## config.mk

```make
export PLATFORM = sky130hd
export DESIGN_NAME = coded_clk_div
export DESIGN_NICKNAME = d
export VERILOG_FILES = /design/src/rtl/cdiv_pkg.sv /design/src/rtl/cdiv_ratio_decode.sv /design/src/rtl/cdiv_counter.sv /design/src/rtl/cdiv_wave.sv /design/src/rtl/coded_clk_div.sv
export SDC_FILE = /design/constraint.sdc
export NUM_CORES = 1
export LEC_CHECK = 0
export ABC_AREA = 1
export BUFFER_PORTS_ARGS = -buffer_cell sky130_fd_sc_hd__buf_2
export CORE_MARGIN = 2
export CORE_UTILIZATION = 30
export DETAILED_ROUTE_END_ITERATION = 7
export MAX_ROUTING_LAYER = met4
export PLACE_DENSITY_LB_ADDON = 0.25
export SETUP_SLACK_MARGIN = 0.02
export SYNTH_ARGS = -nofsm -noshare
export SYNTH_HDL_FRONTEND = slang
export SYNTH_SLANG_ARGS = --single-unit
```

## constraint.sdc

```tcl
create_clock -name clk -period 3 [get_ports clk]
set_input_delay 0.45 -clock clk [delete_from_list [all_inputs] [get_ports clk]]
set_output_delay 0.45 -clock clk [all_outputs]
set_load 0.005 [all_outputs]
```

## src/rtl/cdiv_pkg.sv

```systemverilog
package cdiv_pkg;

  // Width of the base-select field at the bottom of the code.
  localparam int BASE_W = 2;

  // Base divisor for a select value; the bus table differs at 0 and 3.
  function automatic logic [3:0] base_div(input logic [1:0] sel, input logic bus_tbl);
    logic [3:0] b;
    unique case (sel)
      2'd0:    b = bus_tbl ? 4'd4 : 4'd2;
      2'd1:    b = 4'd3;
      2'd2:    b = 4'd5;
      default: b = bus_tbl ? 4'd9 : 4'd7;
    endcase
    return b;
  endfunction

  // High phase covers counts below floor(ratio/2).
  function automatic logic in_high_phase(input int cnt, input int ratio);
    return cnt < (ratio / 2);
  endfunction

endpackage

```

## src/rtl/cdiv_ratio_decode.sv

```systemverilog
module cdiv_ratio_decode
  import cdiv_pkg::*;
#(
  parameter int MULT_W = 2,
  parameter int RAT_W  = 7
) (
  input  logic [BASE_W+MULT_W-1:0] code,
  input  logic                     bus_tbl,
  output logic [RAT_W-1:0]         ratio
);

  logic [RAT_W-1:0] stage [MULT_W+1];

  assign stage[0] = RAT_W'(base_div(code[BASE_W-1:0], bus_tbl));

  // Each multiplier bit doubles the shift of the one below it.
  for (genvar g = 0; g < MULT_W; g++) begin : g_mul
    assign stage[g+1] = code[BASE_W+g] ? (stage[g] << (2**g)) : stage[g];
  end

  assign ratio = stage[MULT_W];

endmodule

```

## src/rtl/cdiv_counter.sv

```systemverilog
module cdiv_counter #(
  parameter int RAT_W     = 7,
  parameter int MAX_RATIO = 72
) (
  input  logic             clk,
  input  logic             rst_n,
  input  logic [RAT_W-1:0] ratio_in,
  input  logic             en_in,
  input  logic             inv_in,
  output logic             wrap,
  output logic             en_q,
  output logic             inv_q,
  output logic [RAT_W-1:0] nxt_cnt,
  output logic [RAT_W-1:0] nxt_ratio,
  output logic             nxt_en,
  output logic             nxt_inv
);

  logic [RAT_W-1:0] cnt_q;
  logic [RAT_W-1:0] ratio_q;

  // Ratio 1 after reset makes the first active edge a terminal count.
  assign wrap      = (cnt_q == ratio_q - 1'b1);
  assign nxt_cnt   = wrap ? '0 : cnt_q + 1'b1;
  assign nxt_ratio = wrap ? ratio_in : ratio_q;
  assign nxt_en    = wrap ? en_in : en_q;
  assign nxt_inv   = wrap ? inv_in : inv_q;

  always_ff @(posedge clk) begin
    if (!rst_n) begin
      cnt_q   <= '0;
      ratio_q <= RAT_W'(1);
      en_q    <= 1'b0;
      inv_q   <= 1'b0;
    end else begin
      cnt_q   <= nxt_cnt;
      ratio_q <= nxt_ratio;
      en_q    <= nxt_en;
      inv_q   <= nxt_inv;
    end
  end

  p_cnt_below_ratio_r4: assert property (@(posedge clk) disable iff (!rst_n)
    cnt_q < ratio_q);

  p_hold_between_wraps_r7: assert property (@(posedge clk) disable iff (!rst_n)
    !wrap |=> ($stable(ratio_q) && $stable(en_q) && $stable(inv_q)));

  p_ratio_range_r3: assert property (@(posedge clk) disable iff (!rst_n)
    wrap |=> (ratio_q >= RAT_W'(2) && ratio_q <= RAT_W'(MAX_RATIO)));

endmodule

```

## src/rtl/cdiv_wave.sv

```systemverilog
module cdiv_wave
  import cdiv_pkg::*;
#(
  parameter int RAT_W = 7
) (
  input  logic             clk,
  input  logic             rst_n,
  input  logic [RAT_W-1:0] nxt_cnt,
  input  logic [RAT_W-1:0] nxt_ratio,
  input  logic             nxt_en,
  input  logic             nxt_inv,
  output logic             clk_out
);

  logic level_d;

  assign level_d = nxt_en & (in_high_phase(int'(nxt_cnt), int'(nxt_ratio)) ^ nxt_inv);

  always_ff @(posedge clk) begin
    if (!rst_n) clk_out <= 1'b0;
    else        clk_out <= level_d;
  end

endmodule

```

## src/rtl/coded_clk_div.sv

```systemverilog
module coded_clk_div
  import cdiv_pkg::*;
#(
  parameter int MULT_W = 2
) (
  input  logic                     clk,
  input  logic                     rst_n,
  input  logic [BASE_W+MULT_W-1:0] div_code,
  input  logic                     bus_table,
  input  logic                     invert,
  input  logic                     out_en,
  output logic                     clk_out
);

  localparam int MAX_RATIO = 9 << ((1 << MULT_W) - 1);
  localparam int RAT_W     = $clog2(MAX_RATIO + 1);

  logic [RAT_W-1:0] dec_ratio;
  logic             wrap;
  logic             en_q;
  logic             inv_q;
  logic [RAT_W-1:0] nxt_cnt;
  logic [RAT_W-1:0] nxt_ratio;
  logic             nxt_en;
  logic             nxt_inv;

  cdiv_ratio_decode #(.MULT_W(MULT_W), .RAT_W(RAT_W)) decode_i (
    .code    (div_code),
    .bus_tbl (bus_table),
    .ratio   (dec_ratio)
  );

  cdiv_counter #(.RAT_W(RAT_W), .MAX_RATIO(MAX_RATIO)) counter_i (
    .clk       (clk),
    .rst_n     (rst_n),
    .ratio_in  (dec_ratio),
    .en_in     (out_en),
    .inv_in    (invert),
    .wrap      (wrap),
    .en_q      (en_q),
    .inv_q     (inv_q),
    .nxt_cnt   (nxt_cnt),
    .nxt_ratio (nxt_ratio),
    .nxt_en    (nxt_en),
    .nxt_inv   (nxt_inv)
  );

  cdiv_wave #(.RAT_W(RAT_W)) wave_i (
    .clk       (clk),
    .rst_n     (rst_n),
    .nxt_cnt   (nxt_cnt),
    .nxt_ratio (nxt_ratio),
    .nxt_en    (nxt_en),
    .nxt_inv   (nxt_inv),
    .clk_out   (clk_out)
  );

  p_park_low_r6: assert property (@(posedge clk) disable iff (!rst_n)
    !en_q |-> !clk_out);

  p_reset_low_r8: assert property (@(posedge clk)
    !rst_n |=> !clk_out);

  p_rise_on_boundary_r4: assert property (@(posedge clk) disable iff (!rst_n)
    ($rose(clk_out) && !inv_q) |-> $past(wrap));

  p_enable_full_phase_r9: assert property (@(posedge clk) disable iff (!rst_n)
    $rose(en_q) |-> (clk_out != inv_q));

endmodule

```

== Word level (Yosys, flattened, before mapping) ==
Cells that the tools add are included.

* Output and inout bits: 1
* Input port bits: 9
* Register bits: 17
* Word-level logic and storage cells: 24

* Order comparisons: 1
* Reduce and logical (&&, ||, !) cells: 1
* Equal/unequal tests: 3
* Multiplexer cells: 9
* $add $sub $neg: 2
* Bitwise operators: 2

{| class="wikitable"
|+ Operators with widths
! kind !! number
|-
| 2-to-1 mux 7 bit || 3
|-
| case mux 4 bit (3 select lines) || 1
|-
| adder 7 x 1 -> 7 bit (second input constant) || 1
|-
| == test 7 bit || 1
|-
| less-than comparator 7 x 6 -> 1 bit || 1
|-
| subtractor 7 x 1 -> 7 bit (second input constant) || 1
|-
| 2-to-1 mux 5 bit || 1
|-
| 2-to-1 mux 4 bit || 1
|-
| 2-to-1 mux 3 bit || 1
|-
| == test 2 x 1 -> 1 bit (second input constant) || 1
|-
| == test 2 bit (second input constant) || 1
|-
| logical NOT 2 bit || 1
|-
| 2-to-1 mux 1 bit || 2
|-
| AND 1 bit || 1
|-
| XOR 1 bit || 1
|}

== Longest topological paths before layout ==
Gate-level depths: netlist (run 1).

* Word-level depth: 8
* Depth in mapped cells: 23
* Depth with buffers taken out: 23

== Modules after synthesis ==
A second synthesis (run 1) with hierarchy kept.

* Cells, all modules: 208
* Area, all modules: 1,295.0 um2

{| class="wikitable"
|+ Modules (own cells, without submodules)
! module !! times used !! area each (um2) !! cells each !! seq. area each (um2)
|-
| cdiv_counter || 1 || 954.7 || 141 || 320.3
|-
| cdiv_wave || 1 || 196.4 || 33 || 20.0
|-
| cdiv_ratio_decode || 1 || 143.9 || 34 || 0.0
|}

== Worst setup path before layout (run 1) ==
OpenSTA, ideal clock, no wires.

* Path type: register to register
* Start: reg counter_i.ratio_q[0]
* End: reg wave_i.clk_out
* Setup slack: 687 ps
* Period minus slack after synthesis: 2,313 ps
* Setup time: 115 ps
* Arrival: 2,198 ps
* Cell stages (with the launch flop): 20
* Required time: 2,885 ps
* Path buffers: 1
* Path through: dfxtp_1 -> inv_2 -> ha_1 -> inv_1 -> nand2_1 -> nand2_1 -> nor2_1 -> nand3_2 -> nor2_4 -> nand2_4 -> inv_2 -> buf_2 -> nor2_1 -> ha_1 -> a21oi_1 -> nand2_1 -> nand2_1 -> nand3_1 -> nand2_1 -> nor2_1

* Word-level cells in the longest chain between the ends: 6
* Elaborated cells on any way between the ends: 9
* Those cells by class: 1 x add/sub; 1 x order compare; 1 x eq/ne; 4 x mux; 2 x bitwise

{| class="wikitable"
|+ Ends and longest elaborated chain
! what !! RTL line !! text
|-
| start, declared || cdiv_counter.sv:20 || <nowiki>logic [RAT_W-1:0] ratio_q;</nowiki>
|-
| start signal, assigned || cdiv_counter.sv:37 || <nowiki>ratio_q <= nxt_ratio;</nowiki>
|-
| subtractor 7 x 1 -> 7 bit || cdiv_counter.sv:23 || <nowiki>assign wrap = (cnt_q == ratio_q - 1'b1);</nowiki>
|-
| == test 7 bit || cdiv_counter.sv:23 ||
|-
| 2-to-1 mux 7 bit || cdiv_counter.sv:24 || <nowiki>assign nxt_cnt = wrap ? '0 : cnt_q + 1'b1;</nowiki>
|-
| net counter_i.nxt_cnt[2] || cdiv_counter.sv:13 || <nowiki>output logic [RAT_W-1:0] nxt_cnt,</nowiki>
|-
| less-than comparator 7 x 6 -> 1 bit || cdiv_pkg.sv:20 || <nowiki>return cnt < (ratio / 2);</nowiki>
|-
| XOR 1 bit || cdiv_wave.sv:17 || <nowiki>assign level_d = nxt_en & (in_high_phase(int'(nxt_cnt), int'(nxt_ratio)) ^ nxt_inv);</nowiki>
|-
| AND 1 bit || cdiv_wave.sv:17 ||
|-
| end signal, assigned || cdiv_wave.sv:21 || <nowiki>else clk_out <= level_d;</nowiki>
|-
| end, declared || cdiv_wave.sv:12 || <nowiki>output logic clk_out</nowiki>
|}

The timed path passes the listed nets, and every way through them passes these cells.
A chain may end at the register's enable or synchronous reset.

== Final worst setup path (run 1) ==
* Start: reg counter_i.ratio_q[0]
* End: reg wave_i.clk_out

* Word-level cells in the longest chain between the ends: 6
* Elaborated cells on any way between the ends: 9
* Those cells by class: 1 x add/sub; 1 x order compare; 1 x eq/ne; 4 x mux; 2 x bitwise

{| class="wikitable"
|+ Ends and longest elaborated chain
! what !! RTL line
|-
| subtractor 7 x 1 -> 7 bit (*) || cdiv_counter.sv:23
|-
| == test 7 bit (*) || cdiv_counter.sv:23
|-
| 2-to-1 mux 7 bit (on tied branches) || cdiv_counter.sv:24, cdiv_counter.sv:25
|-
| less-than comparator 7 x 6 -> 1 bit || cdiv_pkg.sv:20
|-
| XOR 1 bit || cdiv_wave.sv:17
|-
| AND 1 bit (*) || cdiv_wave.sv:17
|}

Every way passes the cells marked *; elsewhere a longest branch is shown, timed or not.

==> results.cfg, run 1 <==
[status]
status = finished clean

[finish]
drive_gt1_share_pct = 13.1
final_nets = 230
syn2layout_area_growth_pct = 11.1
diodes = 0
fillers = 442
fin_area_um2 = 1380

[timing]
setup_tns_ns = 0
hold_viol = 0
slew_viol_final = 0
min_period_ns = 2.58
timing.hold.ws_ns = 0.419
fin_ws_ns = 0.417
worstMarginPinSlew_ns = 0.447
setup_violations = 0
skew_ns = 0.00296
timing.final.crit_share_pct = 86.1
rsz0062_at_grt = no
fmax_ghz = 0.387
slew_headroom_pct = 70.2

[pwr]
power.leakage_nw = 0.708
p_per_area_nw_per_um2 = 911
ir_drop_mv = 0.283
power_mw = 1.26

[clock_tree]
cts_sinks = 17
clock_latency_ns = 0.25
post_cts_buffers = 0
cts_tree = built
cts_root_buffer = clkbuf_8
cts.path.max_buffers = 2
hold_buffers = 0
cts_buffers = 3
post_cts_resized = 0
clk_pin_slew_ns = 0.07
h-tree-depth = 1

[critical_path]
slowest_delay_ns = 0.37
crit_required_ns = 3.15
slowest_stage = dfxtp_1
worstPathCellList = inv_2, ha_1, inv_1, nand2_1, nand2_1, nand2_1, nand2_1, nand2_1, nor2_4, nand2_4, inv_2, nand3_1, nand2_1, inv_1, ha_1, a21oi_1, o21ai_1, inv_1, nand3_1, nand2_1, nor2_1
crit_top_cell = nand2_1
path_class = reg -> reg
critPathBufInv = 5
endpoint_kind = register
crit_family = simple AND/OR/NAND/NOR gates
crit_fanout = 16
critPathLaunchType = register
worstPathArrival_ns = 2.74
r2r_slack_ns = 0.42

[synth]
synth.net_count = 219
synth_compound_area_share_pct = 8.95
ys_warn_count = 0
ys_seq_area_share_pct = 27.4
ys_seq_elements = 17
synthAdderAreaFrac_pct = 7.04
synth_cell_types = 27
syn_area_um2 = 1240
synth_top_family_by_area = simple AND/OR/NAND/NOR gates
syn_inst = 203
synth-simple-area-share_pct = 40.1
muxShareOfSynthArea_pct = 0
synth-xor-area-share_pct = 4.93
avgSynthCellArea_um2 = 6.13

[placed_design]
place_ws_ns = 0.422
place_area_um2 = 1340
dp_hpwl_um = 2080
port_buffers = 9
gp_congestion = 0.761

[floorplanning]
dieArea_um2 = 4680
num_io_pins = 10
placement_rows = 23
die_w_um = 68.4
core_area_um2 = 4000
fp.dieH_um = 68.4
initial_core_util_pct = 31.1

[drt]
drt_iter0_drc = 57
drc = 0
via_per_inst = 4.36
post_drt_wl_per_cell_um = 9.74
dr.pass1.iters = 6
wirelength_um = 2560
ant_nets = 0
vias = 1146

[flow_run]
maxCapViolCount = 0

[global_routing]
grt_usage_pct = 13.5
grt_max_degree = 17
gr-total-overflow = 0
antenna_found_initial = 0
grt_pass1_wl_um = 4490
grt_pass1_vias = 1014

[hold_path]
hp-class = in -> reg
-- cell usage after synthesis --
cell / n / area, um^2
nand2_2: 2 / 12.5
buf_2: 1 / 5.00
a31oi_1: 1 / 6.26
nand3_2: 1 / 10.0
nor2_4: 2 / 22.5
o21ai_2: 1 / 8.76
inv_1: 27 / 101
nor2_2: 2 / 12.5
nand4_1: 1 / 6.26
nand3_1: 9 / 45.0
o21ai_1: 4 / 20.0
nand2_1: 62 / 233
buf_6: 1 / 11.3
nor2_1: 29 / 109
o311ai_1: 1 / 8.76
xnor2_1: 3 / 26.3
xor2_1: 4 / 35.0
inv_2: 5 / 18.8
a21oi_1: 6 / 30.0
nor3_1: 6 / 30.0
o21ai_0: 6 / 30.0
nand3b_1: 1 / 7.51
ha_1: 7 / 87.6
o211ai_1: 1 / 7.51
dfxtp_1: 17 / 340
clkbuf_1: 2 / 7.51
nand2_4: 1 / 11.3
-- layer usage --
layer  share of wire (%)  track usage, %  vias to the layer above  routed length, um
li1                    -               -                      647                  -
met1                  55            19.3                      474               1400
met2                  40            18.0                       20               1020
met3                 2.6            1.48                        5                 66
met4                 2.5            7.50                        0                 65
met5                   0               -                        -                  0
-- sequential cells by signal, indices dropped and copies added, names as in the netlist --
| signal | cells |
|---|---|
| counter_i.cnt_q | 7 |
| counter_i.en_q | 1 |
| counter_i.inv_q | 1 |
| counter_i.ratio_q | 7 |
| wave_i.clk_out | 1 |
-- per-stage QoR --
stage               util [%]  cells
floorplan                  -    203
global placement        33.4    259
detailed placement      33.4    259
CTS                     34.5    263
global route            34.5    263
finish                  34.5    263
-- cells in the final DEF (no fill, tap or decap), types with 3 or more instances in the layout --
cell type  count
a21oi_1        6
buf_2          9
clkbuf_8       3
dfxtp_1       17
ha_1           7
inv_1         27
inv_2          5
nand2_1       62
nand3_1        9
nor2_1        29
nor3_1         6
o21ai_0        6
o21ai_1        4
xnor2_1        3
xor2_1         4
-- layout make-up --
cell class | count | area (um^2) | share of cell area (%)
clock inverters | 1 | 5.00 | 0.362
well taps | 50 | 62.6 | 4.53
clock buffers | 3 | 41.3 | 2.99
inverters | 32 | 120 | 8.70
repair buffers | 10 | 52.6 | 3.80
flip-flops and latches | 17 | 340 | 24.6
multi-input cells | 150 | 759 | 55.0
-- worst reg2reg max path, delay by kind of cell (launching register included) --
| family | cells | cell delay (ns) |
|---|---|---|
| buffers and inverters | 5 | 0.45 |
| flip-flops | 1 | 0.37 |
| AO/OA/AOI/OAI | 2 | 0.26 |
| adder cells (fa/ha/maj) | 2 | 0.55 |
| AND/OR/NAND/NOR | 12 | 0.86 |
-- cells by family (layout without fill, tap and decap cells) --
| logic type | Yosys count | after routing |
|---|---|---|
| DFF | 17 | 17 |
| AOI/OAI and AO/OA | 20 | 20 |
| and+or+nand+nor | 116 | 116 |
| adders and majority gates | 7 | 7 |
| xor gates and xnor gates | 7 | 7 |
| buffers and inverters | 36 | 46 |
-- power breakdown --
part	leakage (nW)	switching (mW)	internal [mW]
combinational	0.544	0.485	0.280
sequential	0.139	0.0452	0.275
clock	0.0255	0.0811	0.0922
-- final timing paths --
| check | startpoint | endpoint | depth (start not counted) |
|---|---|---|---|
| max | counter_i.ratio_q[0] | wave_i.clk_out | 21 |
| max reg2reg | counter_i.ratio_q[0] | wave_i.clk_out | 21 |
| min reg2reg | counter_i.ratio_q[1] | counter_i.ratio_q[1] | 2 |
| min | rst_n | counter_i.ratio_q[0] | 2 |
(Power assumes the default switching activity.)
==> inputs of run 2 (changes only) <==
--- a/config.mk
+++ b/config.mk
@@ -15,4 +15,5 @@
 export SETUP_SLACK_MARGIN = 0.02
 export SYNTH_ARGS = -nofsm -noshare
 export SYNTH_HDL_FRONTEND = slang
+export SYNTH_HIERARCHICAL = 1
 export SYNTH_SLANG_ARGS = --single-unit
==> results.cfg, run 2 <==
[timing]
min_period_ns = 2.59
worstMarginPinSlew_ns = 0.477
timing.final.crit_share_pct = 86.2
fmax_ghz = 0.387
slew_viol_final = 0
setup_tns_ns = 0
skew_ns = 0.00251
rsz0062_at_grt = no
setup_violations = 0
slew_headroom_pct = 68.2
fin_ws_ns = 0.415
hold_viol = 0
timing.hold.ws_ns = 0.419

[critical_path]
endpoint_kind = register
path_class = reg -> reg
worstPathArrival_ns = 2.73
critPathLaunchType = register
crit_fanout = 14
crit_required_ns = 3.15

[clock_tree]
cts_sinks = 17
cts.path.max_buffers = 2
clock_latency_ns = 0.25
hold_buffers = 0
cts_buffers = 3
cts_tree = built
h-tree-depth = 1
post_cts_buffers = 0
post_cts_resized = 0
clk_pin_slew_ns = 0.07
cts_root_buffer = clkbuf_8

[synth]
syn_area_um2 = 1290
ys_warn_count = 6
synth.net_count = 223
syn_inst = 207
avgSynthCellArea_um2 = 6.24

[pwr]
ir_drop_mv = 0.577
power_mw = 1.50
p_per_area_nw_per_um2 = 1050
power.leakage_nw = 0.733

[drt]
post_drt_wl_per_cell_um = 10.0
drc = 0
ant_nets = 0
via_per_inst = 4.44
vias = 1185
dr.pass1.iters = 4
wirelength_um = 2680
drt_iter0_drc = 48

[placed_design]
dp.cells = 263
dp_hpwl_um = 2220
place_ws_ns = 0.404
gp_congestion = 0.788
port_buffers = 9

[global_routing]
grt_pass1_wl_um = 4990
grt_pass1_vias = 1163
grt_max_degree = 16
grt_usage_pct = 12.8
gr-total-overflow = 0
antenna_found_initial = 0

[flow_run]
maxCapViolCount = 0

[floorplanning]
fp.dieH_um = 69.6
num_io_pins = 10
core_area_um2 = 4060
die_w_um = 69.6
dieArea_um2 = 4840
placement_rows = 23
initial_core_util_pct = 31.8

[finish]
final_nets = 234
drive_gt1_share_pct = 10.1
regArea_um2 = 340
reg.largest.list = counter_i/cnt_q: 7 flops, counter_i/ratio_q: 7 flops
final_common_cell = nand2_1
layout_common_cells = nand2_1 (62), inv_1 (26), nor2_1 (24), nand3_1 (23), dfxtp_1 (17)
fin_cells = 267
fillers = 436
syn2layout_area_growth_pct = 10.4
diodes = 0
multi_input_area_um2 = 813

[hold_path]
hp-class = in -> reg

[status]
status = finished clean
run 2: area by class of cell:
cell class | instances | area share, %
inverters | 30 | 8.25
multi-input cells | 157 | 57.1
repair buffers | 9 | 3.16
clock inverters | 1 | 0.351
well taps | 50 | 4.39
flip-flops and latches | 17 | 23.9
clock buffers | 3 | 2.90
run 2: critical path, cell delays in order, from the launching register on:
cell     delay, ns
dfxtp_1       0.38
inv_2         0.06
ha_1          0.31
nand2_1       0.07
inv_1         0.03
nor2_1        0.07
nand2_1       0.05
nor2_1        0.09
nand2_1       0.12
nor2_8        0.20
nand2_8       0.11
inv_6         0.12
nor2_1        0.06
ha_1          0.31
nand2_1       0.06
nor3_1        0.13
nand2_1       0.09
a21oi_1       0.13
nor2_1        0.05
run 2: final timing paths:
kind / startpoint / to / slack [ns] / cells after the start
max: counter_i/ratio_q[0] / wave_i/clk_out / 0.41 / 18
min: rst_n / counter_i/ratio_q[0] / 0.42 / 2
max reg2reg: counter_i/ratio_q[0] / wave_i/clk_out / 0.41 / 18
min reg2reg: counter_i/en_q / counter_i/en_q / 0.48 / 2
run 2: per-layer routing:
metal / GRT usage [%] / vias to the layer above / routed length, um
met5: - / - / 0
met3: 3.05 / 2 / 61
met1: 17.0 / 503 / 1420
met2: 20.4 / 8 / 1190
li1: - / 672 / -
met4: 1.31 / 0 / 6
run 2: per-stage QoR:
step,cell area (um^2),util (%)
final,1430,35.1
after global placement,1380,34.0
after detailed placement,1380,34.0
after floorplan,1290,-
after global routing,1430,35.1
after CTS,1430,35.1
run 2: power breakdown:
| part | switching [mW] | internal (mW) | total [mW] |
|---|---|---|---|
| Combinational | 0.640 | 0.333 | 0.972 |
| Sequential | 0.0601 | 0.290 | 0.350 |
| Clock | 0.0808 | 0.0922 | 0.173 |
